==> src/rtl/alu_cc_pkg.sv <==
package alu_cc_pkg;

    localparam int DATA_W = 32;
    localparam int FN_W   = 2;
    localparam int COND_W = 4;

    typedef enum logic [FN_W-1:0] {
        OP_ADD = 2'd0,
        OP_SUB = 2'd1,
        OP_AND = 2'd2,
        OP_XOR = 2'd3
    } alu_op_e;

    localparam logic [COND_W-1:0] CN_ALWAYS = 4'd0;
    localparam logic [COND_W-1:0] CN_LE     = 4'd1;
    localparam logic [COND_W-1:0] CN_LT     = 4'd2;
    localparam logic [COND_W-1:0] CN_EQ     = 4'd3;
    localparam logic [COND_W-1:0] CN_NE     = 4'd4;
    localparam logic [COND_W-1:0] CN_GE     = 4'd5;
    localparam logic [COND_W-1:0] CN_GT     = 4'd6;

    typedef struct packed {
        logic zf;
        logic sf;
        logic of;
    } flags_t;

    localparam flags_t FLAGS_RESET = '{zf: 1'b1, sf: 1'b0, of: 1'b0};

    // signed "less than" outcome of the last flag-setting operation
    function automatic logic signed_less(input flags_t f);
        return f.sf ^ f.of;
    endfunction

endpackage

==> src/rtl/alu_core.sv <==
module alu_core
    import alu_cc_pkg::*;
#(
    parameter int W = DATA_W
) (
    input  alu_op_e        op,
    input  logic [W-1:0]   a,
    input  logic [W-1:0]   b,
    output logic [W-1:0]   res,
    output flags_t         nflags
);
    localparam int MSB = W - 1;

    logic           is_sub;
    logic [W-1:0]   a_eff;
    logic [W-1:0]   sum;
    logic           arith_ovf;

    // one adder serves add and subtract: b + ~a + 1 for subtract
    assign is_sub = (op == OP_SUB);
    assign a_eff  = is_sub ? ~a : a;
    assign sum    = b + a_eff + {{(W-1){1'b0}}, is_sub};

    // overflow when effective addends agree in sign and the sum does not
    assign arith_ovf = (a_eff[MSB] == b[MSB]) && (sum[MSB] != b[MSB]);

    always_comb begin
        unique case (op)
            OP_ADD,
            OP_SUB:  res = sum;
            OP_AND:  res = b & a;
            OP_XOR:  res = b ^ a;
            default: res = '0;
        endcase
    end

    always_comb begin
        nflags.zf = (res == '0);
        nflags.sf = res[MSB];
        nflags.of = (op == OP_ADD || op == OP_SUB) ? arith_ovf : 1'b0;
    end

endmodule

==> src/rtl/cc_reg.sv <==
module cc_reg
    import alu_cc_pkg::*;
(
    input  logic   clk,
    input  logic   rst,
    input  logic   load,
    input  flags_t d,
    output flags_t q
);
    always_ff @(posedge clk) begin
        if (rst)
            q <= FLAGS_RESET;
        else if (load)
            q <= d;
    end
endmodule

==> src/rtl/cond_eval.sv <==
module cond_eval
    import alu_cc_pkg::*;
(
    input  flags_t             f,
    input  logic [COND_W-1:0]  sel,
    output logic               hit
);
    logic lt;
    logic le;

    assign lt = signed_less(f);
    assign le = lt | f.zf;

    always_comb begin
        case (sel)
            CN_ALWAYS: hit = 1'b1;
            CN_LE:     hit = le;
            CN_LT:     hit = lt;
            CN_EQ:     hit = f.zf;
            CN_NE:     hit = ~f.zf;
            CN_GE:     hit = ~lt;
            CN_GT:     hit = ~le;
            default:   hit = 1'b0;
        endcase
    end
endmodule

==> src/rtl/alu_cc_unit.sv <==
module alu_cc_unit
    import alu_cc_pkg::*;
(
    input  logic                clk,
    input  logic                rst,
    input  logic [FN_W-1:0]     alu_fn,
    input  logic [DATA_W-1:0]   opnd_a,
    input  logic [DATA_W-1:0]   opnd_b,
    input  logic                cc_load,
    input  logic [COND_W-1:0]   cond_fn,
    output logic [DATA_W-1:0]   result,
    output logic                zf,
    output logic                sf,
    output logic                of,
    output logic                cond_true
);
    flags_t next_flags;
    flags_t cur_flags;

    alu_core #(.W(DATA_W)) u_core (
        .op     (alu_op_e'(alu_fn)),
        .a      (opnd_a),
        .b      (opnd_b),
        .res    (result),
        .nflags (next_flags)
    );

    cc_reg u_cc (
        .clk  (clk),
        .rst  (rst),
        .load (cc_load),
        .d    (next_flags),
        .q    (cur_flags)
    );

    cond_eval u_cond (
        .f   (cur_flags),
        .sel (cond_fn),
        .hit (cond_true)
    );

    assign zf = cur_flags.zf;
    assign sf = cur_flags.sf;
    assign of = cur_flags.of;

endmodule

==> config.mk <==
export PLATFORM = sky130hd
export DESIGN_NAME = alu_cc_unit
export DESIGN_NICKNAME = d
export VERILOG_FILES = /design/src/rtl/alu_cc_pkg.sv /design/src/rtl/alu_core.sv /design/src/rtl/cc_reg.sv /design/src/rtl/cond_eval.sv /design/src/rtl/alu_cc_unit.sv
export SDC_FILE = /design/constraint.sdc
export NUM_CORES = 1
export LEC_CHECK = 0
export BUFFER_PORTS_ARGS = -buffer_cell sky130_fd_sc_hd__buf_2
export CORE_UTILIZATION = 55
export CTS_CLUSTER_SIZE = 10
export DETAILED_ROUTE_END_ITERATION = 8
export PLACE_DENSITY = 0.81
export SYNTH_ARGS = -nofsm -noshare
export SYNTH_HDL_FRONTEND = slang
export SYNTH_SLANG_ARGS = --single-unit
==> constraint.sdc <==
create_clock -name clk -period 4.8 [get_ports clk]
set_input_delay 0.72 -clock clk [delete_from_list [all_inputs] [get_ports clk]]
set_output_delay 0.72 -clock clk [all_outputs]
set_load 0.02 [all_outputs]
==> results of run 1 <==
[worst max-delay path, cell delays in order]
cell,delay [ns]
buf_2,0.11
nand2b_2,0.22
buf_4,0.25
xnor2_1,0.16
ha_1,0.39
and2b_1,0.24
o31ai_4,0.31
a211o_1,0.18
nand2_1,0.12
o311a_1,0.42
o41ai_2,0.24
xor2_1,0.10
mux2i_1,0.24
buf_2,0.22
[layer usage]
metal  GRT usage (%)  wire, um
met3            3.05      1020
met2            53.7      5230
met5               0         0
met4            6.11       151
met1            46.0      5290
[final cells by class]
cell class,instances,area share (%)
repair buffers,126,15.2
inverters,15,1.27
clock buffers,4,1.02
flip-flops and latches,3,1.35
well taps,77,2.17
multi-input cells,463,79.0
[power breakdown]
part	internal (mW)	switching (mW)
Sequential	0.0269	0.00166
Combinational	0.317	0.476
Clock	0.0568	0.0182
Total	0.401	0.496
[cell families (layout without fill, tap and decap cells)]
group	count (synthesis)	in the layout	share of synthesized area (%)
AOI/OAI and AO/OA	160	160	29.2
xor gates and xnor gates	51	51	12.0
adders and majority gates	64	64	21.8
buffers and inverters	47	145	5.33
DFF	3	3	1.62
muxes	25	25	7.01
and+or+nand+nor	163	163	23.1
[metrics by stage]
stage,hold WS (ns),cells,setup WS (ns),total power [mW]
after floorplan,0.575,513,0.266,0.568
after global placement,0.499,683,0.263,0.777
after detailed placement,0.518,683,0.122,0.793
after CTS,0.522,687,0.0850,0.876
after global routing,0.569,688,-0.00312,0.974
final,0.522,688,0.150,0.897
[timing repair]
action	in CTS	in global routing
setup endpoints to repair	0	3
gates resized for setup	0	10
buffers inserted	0	1
[cell usage after synthesis (4+ instances only)]
library cell	instances
inv_1	14
a21o_1	17
a31oi_1	4
nand3b_1	4
nand2b_1	12
a211o_1	4
nor2b_1	7
a221oi_1	4
o211ai_1	11
nand3_1	5
or4_1	7
xor2_1	9
o21ai_0	33
nand2_1	46
xnor2_1	42
buf_1	4
mux2i_1	17
ha_1	63
buf_2	14
a21oi_1	36
nand4_1	13
mux2_2	8
clkbuf_1	13
a211oi_1	15
nor3_1	12
nor2_1	32
[worst max-delay path by stage]
stage,to,startpoint,cells after the start
finish,result[30],alu_fn[1],14
global route,result[30],alu_fn[1],14
CTS,result[31],alu_fn[1],14
detailed placement,result[31],alu_fn[1],14
global placement,u_cc.q[2],alu_fn[1],16
floorplan,result[31],alu_fn[1],15
==> results.ini, run 1 <==
[run_status]
status = finished, violations left
violations = design-rule violations

[synth]
synth-seq-area-share_pct = 1.62
ys_ff_latch = 3
yosysUniqueCellTypes = 68
syn_area_per_cell_um2 = 7.24
synthCells = 513
yosysWarnings = 0
synth_nets = 650
synth_area_um2 = 3710
yosysTopAreaCellShare_pct = 21.2
synthArstFlopShare_pct = 0
synth_edf_count = 0
synth_largest_area_cell = ha_1
synthFlopType = dfxtp_1
synth.area.top_cells = ha_1 21%, xnor2_1 9.9%, a21oi_1 4.9%, nand2_1 4.7%, mux2i_1 4.6%

[cells_and_area]
num-fill-cells = 575
fin_util_pct = 69.0
final_nets = 749
regArea_um2 = 60.1
final_area_um2 = 4430
final_common_cell = buf_2
syn2layout_area_growth_pct = 19.4
multiInputGateArea_um2 = 3500
reg.largest.list = u_cc.q: 3 flops
layout-drive-gt1-share_pct = 25.9
final_cell_mix = 108 x buf_2, 59 x ha_1, 46 x nand2_1
top_register = u_cc.q
largest_register_ffs = 3
diodes = 0

[clock_tree]
clock_sinks = 3
cts_htree_levels = 1
clock_tree.buffer_depth = 2
cts_root_buf = clkbuf_8
cts_tree = built
clk_pin_slew_ns = 0.03
cts_hold_buf = 0
clk_latency_ns = 0.22
cts_made_buffers = 3

[sta]
relSlewSlack_pct = 52.7
final_hold_viol_count = 0
fin_skew_ns = 0
finalCritPeriodShare_pct = 96.9
finalCriticalPeriod_ns = 4.65
finalSetupTns_ns = 0
maxSlewViolCount = 0
setup_viol_count_final = 0
tightest_slew_ns = 0.699
max_freq_mhz = 215

[setup_path]
cp-end-kind = output port
rr_worst_depth = 2
worstPathRequired_ns = 4.08
worstSetupPathType = in -> out
startpoint_type = input port
critical_path.max_fanout = 18
reg2reg_setup_slack_ns = 4.12
worstReg2RegEnd = u_cc.q[1]
reg2reg_from = u_cc.q[1]
arrival_ns = 3.93

[pwr]
power.static_leakage_nw = 2.09
powerDensity_nw_per_um2 = 202
max-vdd-ir-drop_mv = 0.113

[hold_path]
whs_endpoint = u_cc.q[1]
min_from = u_cc.q[1]
hold_class = reg -> reg
min_path_cells = 2

[global_route]
grt_max_degree = 59
antenna_found_initial = 0
grt_pass1_wl_um = 19100
track_usage_pct = 32.5
grt_pass1_vias = 4018
overflow = 0

[die]
die_w_um = 84.2
pin_count = 109
start_util_pct = 57.8
coreArea_um2 = 6420
dieArea_um2 = 7080
rows = 29
dieHeight_um = 84.2

[placed_design]
routabilityCongestion = 0.952
io_buffer_count = 108
hpwlAfterDp_um = 9490
placed_cell_area_um2 = 4340

[routing]
first_pass_iters = 9
vias_per_cell = 6.33
drc = 24
ant_nets = 0
drt_iter0_markers = 298
routed_wl_um = 11700
wl_per_cell_um = 17.0
vias = 4352

[run]
cap_viol_max_count = 0

No activity file was read; power rests on OpenSTA's default activity.
==> run 2, diff against run 1 <==
==> constraint.sdc (replaced) <==
create_clock -name clk -period 4.9 [get_ports clk]
set_input_delay 0.735 -clock clk [delete_from_list [all_inputs] [get_ports clk]]
set_output_delay 0.735 -clock clk [all_outputs]
set_load 0.02 [all_outputs]
==> run 2 against run 1 <==
  * The flow still finishes with violations (design-rule violations)
  * Critical path depth unchanged
  * Via count decreased by 0.34%
  * Clock skew unchanged
  * Global-route usage decreased by 1.3 points
  * Register-to-register slack better by 0.11 ns
  * Wire length fell by 5.5%
  * Hold slack better by 0.010 ns
  * Final area is 1.3% lower
  * Worst setup slack better by 0.063 ns
  * Sequential share of layout area about the same
  * Combinational power down 4.5%
  * Sequential cell count did not move
==> results.ini, run 2 (synthesis results as in run 1) <==
[sta]
finalSetupTns_ns = 0
fin_skew_ns = 0
max_freq_mhz = 213
maxSlewViolCount = 0
finalCritPeriodShare_pct = 95.7
tightest_slew_ns = 0.600
setup_viol_count_final = 0
holdWs_ns = 0.532
relSlewSlack_pct = 59.8
rsz0062_at_grt = no
final_hold_viol_count = 0
finalCriticalPeriod_ns = 4.69

[die]
coreArea_um2 = 6420
start_util_pct = 57.8
dieHeight_um = 84.2
die_w_um = 84.2
pin_count = 109
rows = 29
dieArea_um2 = 7080

[clock_tree]
cts_tree = built
clock_tree.buffer_depth = 2
cts_htree_levels = 1
cts_root_buf = clkbuf_8
clk_latency_ns = 0.22
clock_sinks = 3
clk_pin_slew_ns = 0.03
cts_made_buffers = 3
cts_hold_buf = 0

[setup_path]
worstSetupPathType = in -> out
critical_path.max_fanout = 15
worstPathRequired_ns = 4.16
cp-end-kind = output port
crit_family = compound AO/OA/AOI/OAI gates
startpoint_type = input port
cp_slowest_cell = or4b_1
cp.depth = 14
cp_slowest_stage_delay_ns = 0.50
arrival_ns = 3.95
cp_cell_sequence = buf_2, nand2b_2, buf_4, xnor2_1, ha_1, a21oi_1, o21ai_0, o21ai_0, a2111oi_1, or4b_1, a31o_2, xnor2_1, a21o_1, buf_2
crit_buf_inv = 3
rr_worst_depth = 2

[placed_design]
dp_cells = 682
routabilityCongestion = 0.950
hpwlAfterDp_um = 9140
placed_cell_area_um2 = 4330
io_buffer_count = 108

[pwr]
switching_share_pct = 55.1
p_clk_share_pct = 8.4
p_total_uw = 857
power.static_leakage_nw = 2.07
p_comb_share_pct = 88.3
powerDensity_nw_per_um2 = 196
p_switching_uw = 472
internal-power_uw = 385
max-vdd-ir-drop_mv = 0.106
p_seq_share_pct = 3.3

[global_route]
grt_pass1_vias = 4074
track_usage_pct = 31.2
grt_max_degree = 59
antenna_found_initial = 0
grt_pass1_wl_um = 18600
overflow = 0

[cells_and_area]
num-fill-cells = 601
diodes = 0
final_nets = 747
reg.largest.list = u_cc.q: 3 flops
top_register = u_cc.q
multiInputGateArea_um2 = 3460
instances_no_fill = 686
largest_register_ffs = 3
layout-drive-gt1-share_pct = 24.0
syn2layout_area_growth_pct = 17.9
final_cell_mix = 108 x buf_2, 63 x ha_1, 46 x nand2_1
regArea_um2 = 60.1
final_area_um2 = 4380
final_common_cell = buf_2

[routing]
ant_nets = 0
wl_per_cell_um = 16.1
vias_per_cell = 6.32
vias = 4337
routed_wl_um = 11100
drt_iter0_markers = 267
first_pass_iters = 8
drc = 23

[hold_path]
hold_class = reg -> reg
min_path_cells = 2

[run_status]
status = finished, violations left
violations = design-rule violations

[run]
cap_viol_max_count = 0

==> run 2: changes by cell type in the layout (fill, tap and decap cells not counted), moves of 2 or more <==
cell	before	now
ha_1	59	63
ha_2	4	0
a21oi_1	34	36
a21oi_2	2	0
buf_4	18	16
==> run 2: per-layer routing <==
layer | track usage, % | wire length, um | up-vias
li1 | - | - | 2133
met1 | 43.4 | 5250 | 1998
met2 | 52.0 | 4860 | 189
met3 | 3.05 | 804 | 17
met4 | 7.05 | 142 | 0
met5 | 0 | 0 | -
==> run 2: worst reg2reg max path, cell delays in order (launching register included) <==
cell and delay (ns):
dfxtp_1 0.37, nor2_1 0.06, nor3_1 0.17
==> run 2: path summary, 6_finish.rpt <==
check	start	to	slack, ns
max	alu_fn[1]	result[31]	0.21
max reg2reg	u_cc.q[1]	u_cc.q[1]	4.23
min	u_cc.q[1]	u_cc.q[1]	0.53
min reg2reg	u_cc.q[1]	u_cc.q[1]	0.53
==> run 2: cell type report <==
class | instances | share of cell area [%]
Clock buffer | 4 | 1.03
Inverter | 15 | 1.29
Multi-Input combinational cell | 463 | 79.0
Sequential cell | 3 | 1.37
Tap cell | 77 | 2.20
Timing Repair Buffer | 124 | 15.1
==> run 2: stage by stage <==
stage | worst slack, ns | util (%)
after floorplan | 0.336 | -
after global placement | 0.292 | 67.4
after detailed placement | 0.200 | 67.4
after CTS | 0.173 | 68.1
after global routing | 0.0102 | 68.1
final | 0.213 | 68.1
==> run 2: timing repair <==
action | CTS | global route
setup endpoints to repair | 0 | 1
endpoints found under the hold margin | 0 | 0
buffers inserted | 0 | 0
resized for setup | 0 | 1
==> run 2: power by group through the flow <==
stage | logic [mW] | clock network (mW) | registers [mW]
detailed placement | 0.744 | 0 | 0.0284
global placement | 0.731 | 0 | 0.0281
floorplan | 0.527 | 0 | 0.0302
global route | 0.828 | 0.0777 | 0.0283
CTS | 0.748 | 0.0729 | 0.0281
finish | 0.757 | 0.0720 | 0.0281
==> run 3, diff against run 2 <==
--- a/config.mk
+++ b/config.mk
@@ -5,11 +5,12 @@
 export SDC_FILE = /design/constraint.sdc
 export NUM_CORES = 1
 export LEC_CHECK = 0
+export ABC_AREA = 1
 export BUFFER_PORTS_ARGS = -buffer_cell sky130_fd_sc_hd__buf_2
-export CORE_UTILIZATION = 55
+export CORE_UTILIZATION = 49
 export CTS_CLUSTER_SIZE = 10
 export DETAILED_ROUTE_END_ITERATION = 8
-export PLACE_DENSITY = 0.81
+export PLACE_DENSITY = 0.72
 export SYNTH_ARGS = -nofsm -noshare
 export SYNTH_HDL_FRONTEND = slang
 export SYNTH_SLANG_ARGS = --single-unit
==> run 3 against run 2 <==
  * The run now ends clean
  * Sequential cell count stayed put
  * Wire length increased by 20%
  * Maximum frequency increased by 13%
  * Cell count increased by 50%
  * Register-to-register slack about the same
  * Final area increased by 13%
  * Clock power rose by 6.7%
  * Global-route usage fell by 1.9 points
  * Clock-buffer cell count unchanged
  * Area after synthesis is 16% higher
  * Combinational power increased by 3.2%
  * Sequential share of layout area fell by 0.16 points
  * Critical endpoint is now result[30]
  * Largest cell class unchanged
==> results.ini, run 3 <==
[run_status]
status = finished, final reports clean

[sta]
rsz0062_at_grt = no
final_hold_viol_count = 0
fin_skew_ns = 0
finalCritPeriodShare_pct = 84.9
finalSetupTns_ns = 0
max_freq_mhz = 240
maxSlewViolCount = 0
setup_viol_count_final = 0
finalCriticalPeriod_ns = 4.16
tightest_slew_ns = 0.600
relSlewSlack_pct = 59.9
setup_ws_ns = 0.739

[placed_design]
io_buffer_count = 108
preCtsSetupSlack_ns = 0.773
routabilityCongestion = 0.960
hpwlAfterDp_um = 11200
placed_cell_area_um2 = 4920

[clock_tree]
cts_made_buffers = 3
cts_htree_levels = 1
cts_hold_buf = 0
clock_sinks = 3
cts_repair_resize_count = 0
clk_pin_slew_ns = 0.03
clk_latency_ns = 0.23
cts_setup_buffers = 0
cts_tree = built
cts_root_buf = clkbuf_8
clock_tree.buffer_depth = 2

[die]
rows = 33
start_util_pct = 51.5
pin_count = 109
dieArea_um2 = 9190
dieHeight_um = 95.9
coreArea_um2 = 8380
die_w_um = 95.9

[cells_and_area]
diodes = 0
layout-drive-gt1-share_pct = 17.3
largest_register_ffs = 3
final_common_cell = nand2_1
num-fill-cells = 937
top_register = u_cc.q
fin_util_pct = 59.2
reg.largest.list = u_cc.q: 3 flops
final_area_um2 = 4960
final_cell_mix = 291 x nand2_1, 145 x inv_1, 108 x buf_2
final_nets = 1059
syn2layout_area_growth_pct = 14.9

[synth]
synth_top_family_by_area = simple AND/OR/NAND/NOR gates
synthArstFlopShare_pct = 0
synthMuxAreaShare_pct = 0
synth_largest_area_cell = nand2_1
yosysMostFrequentCell = nand2_1
synth_compound_area_share_pct = 6.09
synth.area.top_cells = nand2_1 25%, ha_1 18%, inv_1 13%, nand3_1 11%, xnor2_1 6.3%
synth-seq-area-share_pct = 1.39
yosysWarnings = 0
synth_edf_count = 0
yosysUniqueCellTypes = 37
synth_xor_area_share_pct = 6.90
yosys.area_share.adder_pct = 18.7
syn_area_per_cell_um2 = 5.25
synthTopCellsByCount = 291 x nand2_1, 145 x inv_1, 91 x nand3_1
synthCells = 823
synth_area_um2 = 4320
synthFlopType = dfxtp_1
yosysTopAreaCellShare_pct = 25.3
ys_ff_latch = 3
synth_nets = 960
yosys.area_share.simple_pct = 51.3

[pwr]
power.static_leakage_nw = 3.08
p_total_uw = 886
powerDensity_nw_per_um2 = 179
p_switching_uw = 535
internal-power_uw = 351
p_comb_share_pct = 88.1
switching_share_pct = 60.4
p_seq_share_pct = 3.2
p_clk_share_pct = 8.7
max-vdd-ir-drop_mv = 0.0817

[global_route]
track_usage_pct = 29.3
grt_max_degree = 34
overflow = 0
antenna_found_initial = 0
grt_pass1_wl_um = 21600
grt_pass1_vias = 4887

[routing]
drc = 0
ant_nets = 0
first_pass_iters = 5
vias = 5247
routed_wl_um = 13300
vias_per_cell = 5.11
drt_iter0_markers = 254
wl_per_cell_um = 12.9

[setup_path]
cp_slowest_stage_delay_ns = 0.47
path_common_cell = nand2_1
crit_buf_inv = 5
arrival_ns = 3.43
cp_cell_sequence = buf_2, inv_4, nand2_4, buf_4, xor2_1, fa_1, inv_1, nand2_1, nand2_1, nand3_1, nand2_1, nand2_1, nand2_2, nand3_1, nand3_1, nand3_1, nand2_1, buf_2
worstSetupPathType = in -> out
cp.depth = 18
rr_worst_depth = 2
crit_family = simple AND/OR/NAND/NOR gates
cp-end-kind = output port
worstPathRequired_ns = 4.16
cp_slowest_cell = buf_4
startpoint_type = input port
critical_path.max_fanout = 33

[hold_path]
min_path_cells = 2
hold_class = reg -> reg

[run]
cap_viol_max_count = 0

## run 3: cell count changes after synthesis, sizes merged, moves of 11 or more
cell	change
nand2b	-12
nand3	+93
a211oi	-15
xnor2	-11
o21ai	-24
a21o	-17
mux2i	-17
inv	+136
nand2	+269
nor2	+39
## run 3: cell families (layout without fill, tap and decap cells)
logic type / count (synthesis) / after routing
simple gates: 507 / 507
xor+xnor: 34 / 34
compound gates: 46 / 46
buf+inv: 169 / 267
flops: 3 / 3
fa+ha+maj: 64 / 64
## run 3: layout make-up
cell class / instances / area, um2 / share of cell area [%]
multi-input combinational: 651 / 3580 / 72.3
sequential: 3 / 60.1 / 1.21
timing repair buffer: 112 / 571 / 11.5
inverter: 151 / 569 / 11.5
clock buffer: 4 / 45.0 / 0.908
tap: 105 / 131 / 2.65
## run 3: layer usage
layer  part of all wire, %  wire length (um)  global-route usage [%]
met1                    49              6440                    38.9
met2                    45              6040                    53.0
met3                   5.4               721                    1.50
met4                  0.54                72                    4.35
met5                     0                 0                       0
## run 3: path summary, 6_finish.rpt
path	from	endpoint	slack [ns]
hold reg to reg	u_cc.q[2]	u_cc.q[2]	0.53
setup reg to reg	u_cc.q[1]	u_cc.q[1]	4.24
hold / removal	u_cc.q[2]	u_cc.q[2]	0.53
setup / recovery	alu_fn[1]	result[30]	0.74
## run 3: worst min-delay path: stages, from the launching register on
cell and delay (ns):
dfxtp_1 0.36, a21oi_1 0.09, nand2_1 0.05
## run 3: power groups by stage
stage | Clock [mW] | Combinational, mW | Sequential, mW
6_report | 0.0768 | 0.781 | 0.0283
3_3_place_gp | 0 | 0.763 | 0.0285
5_1_grt | 0.0781 | 0.877 | 0.0288
4_1_cts | 0.0775 | 0.776 | 0.0284
3_5_place_dp | 0 | 0.772 | 0.0287
2_1_floorplan | 0 | 0.555 | 0.0308
## run 3: per-stage QoR
step	cells	hold slack, ns
after floorplan	823	0.621
after CTS	1026	0.536
final	1026	0.533
after global routing	1026	0.582
after global placement	1022	0.512
after detailed placement	1022	0.527
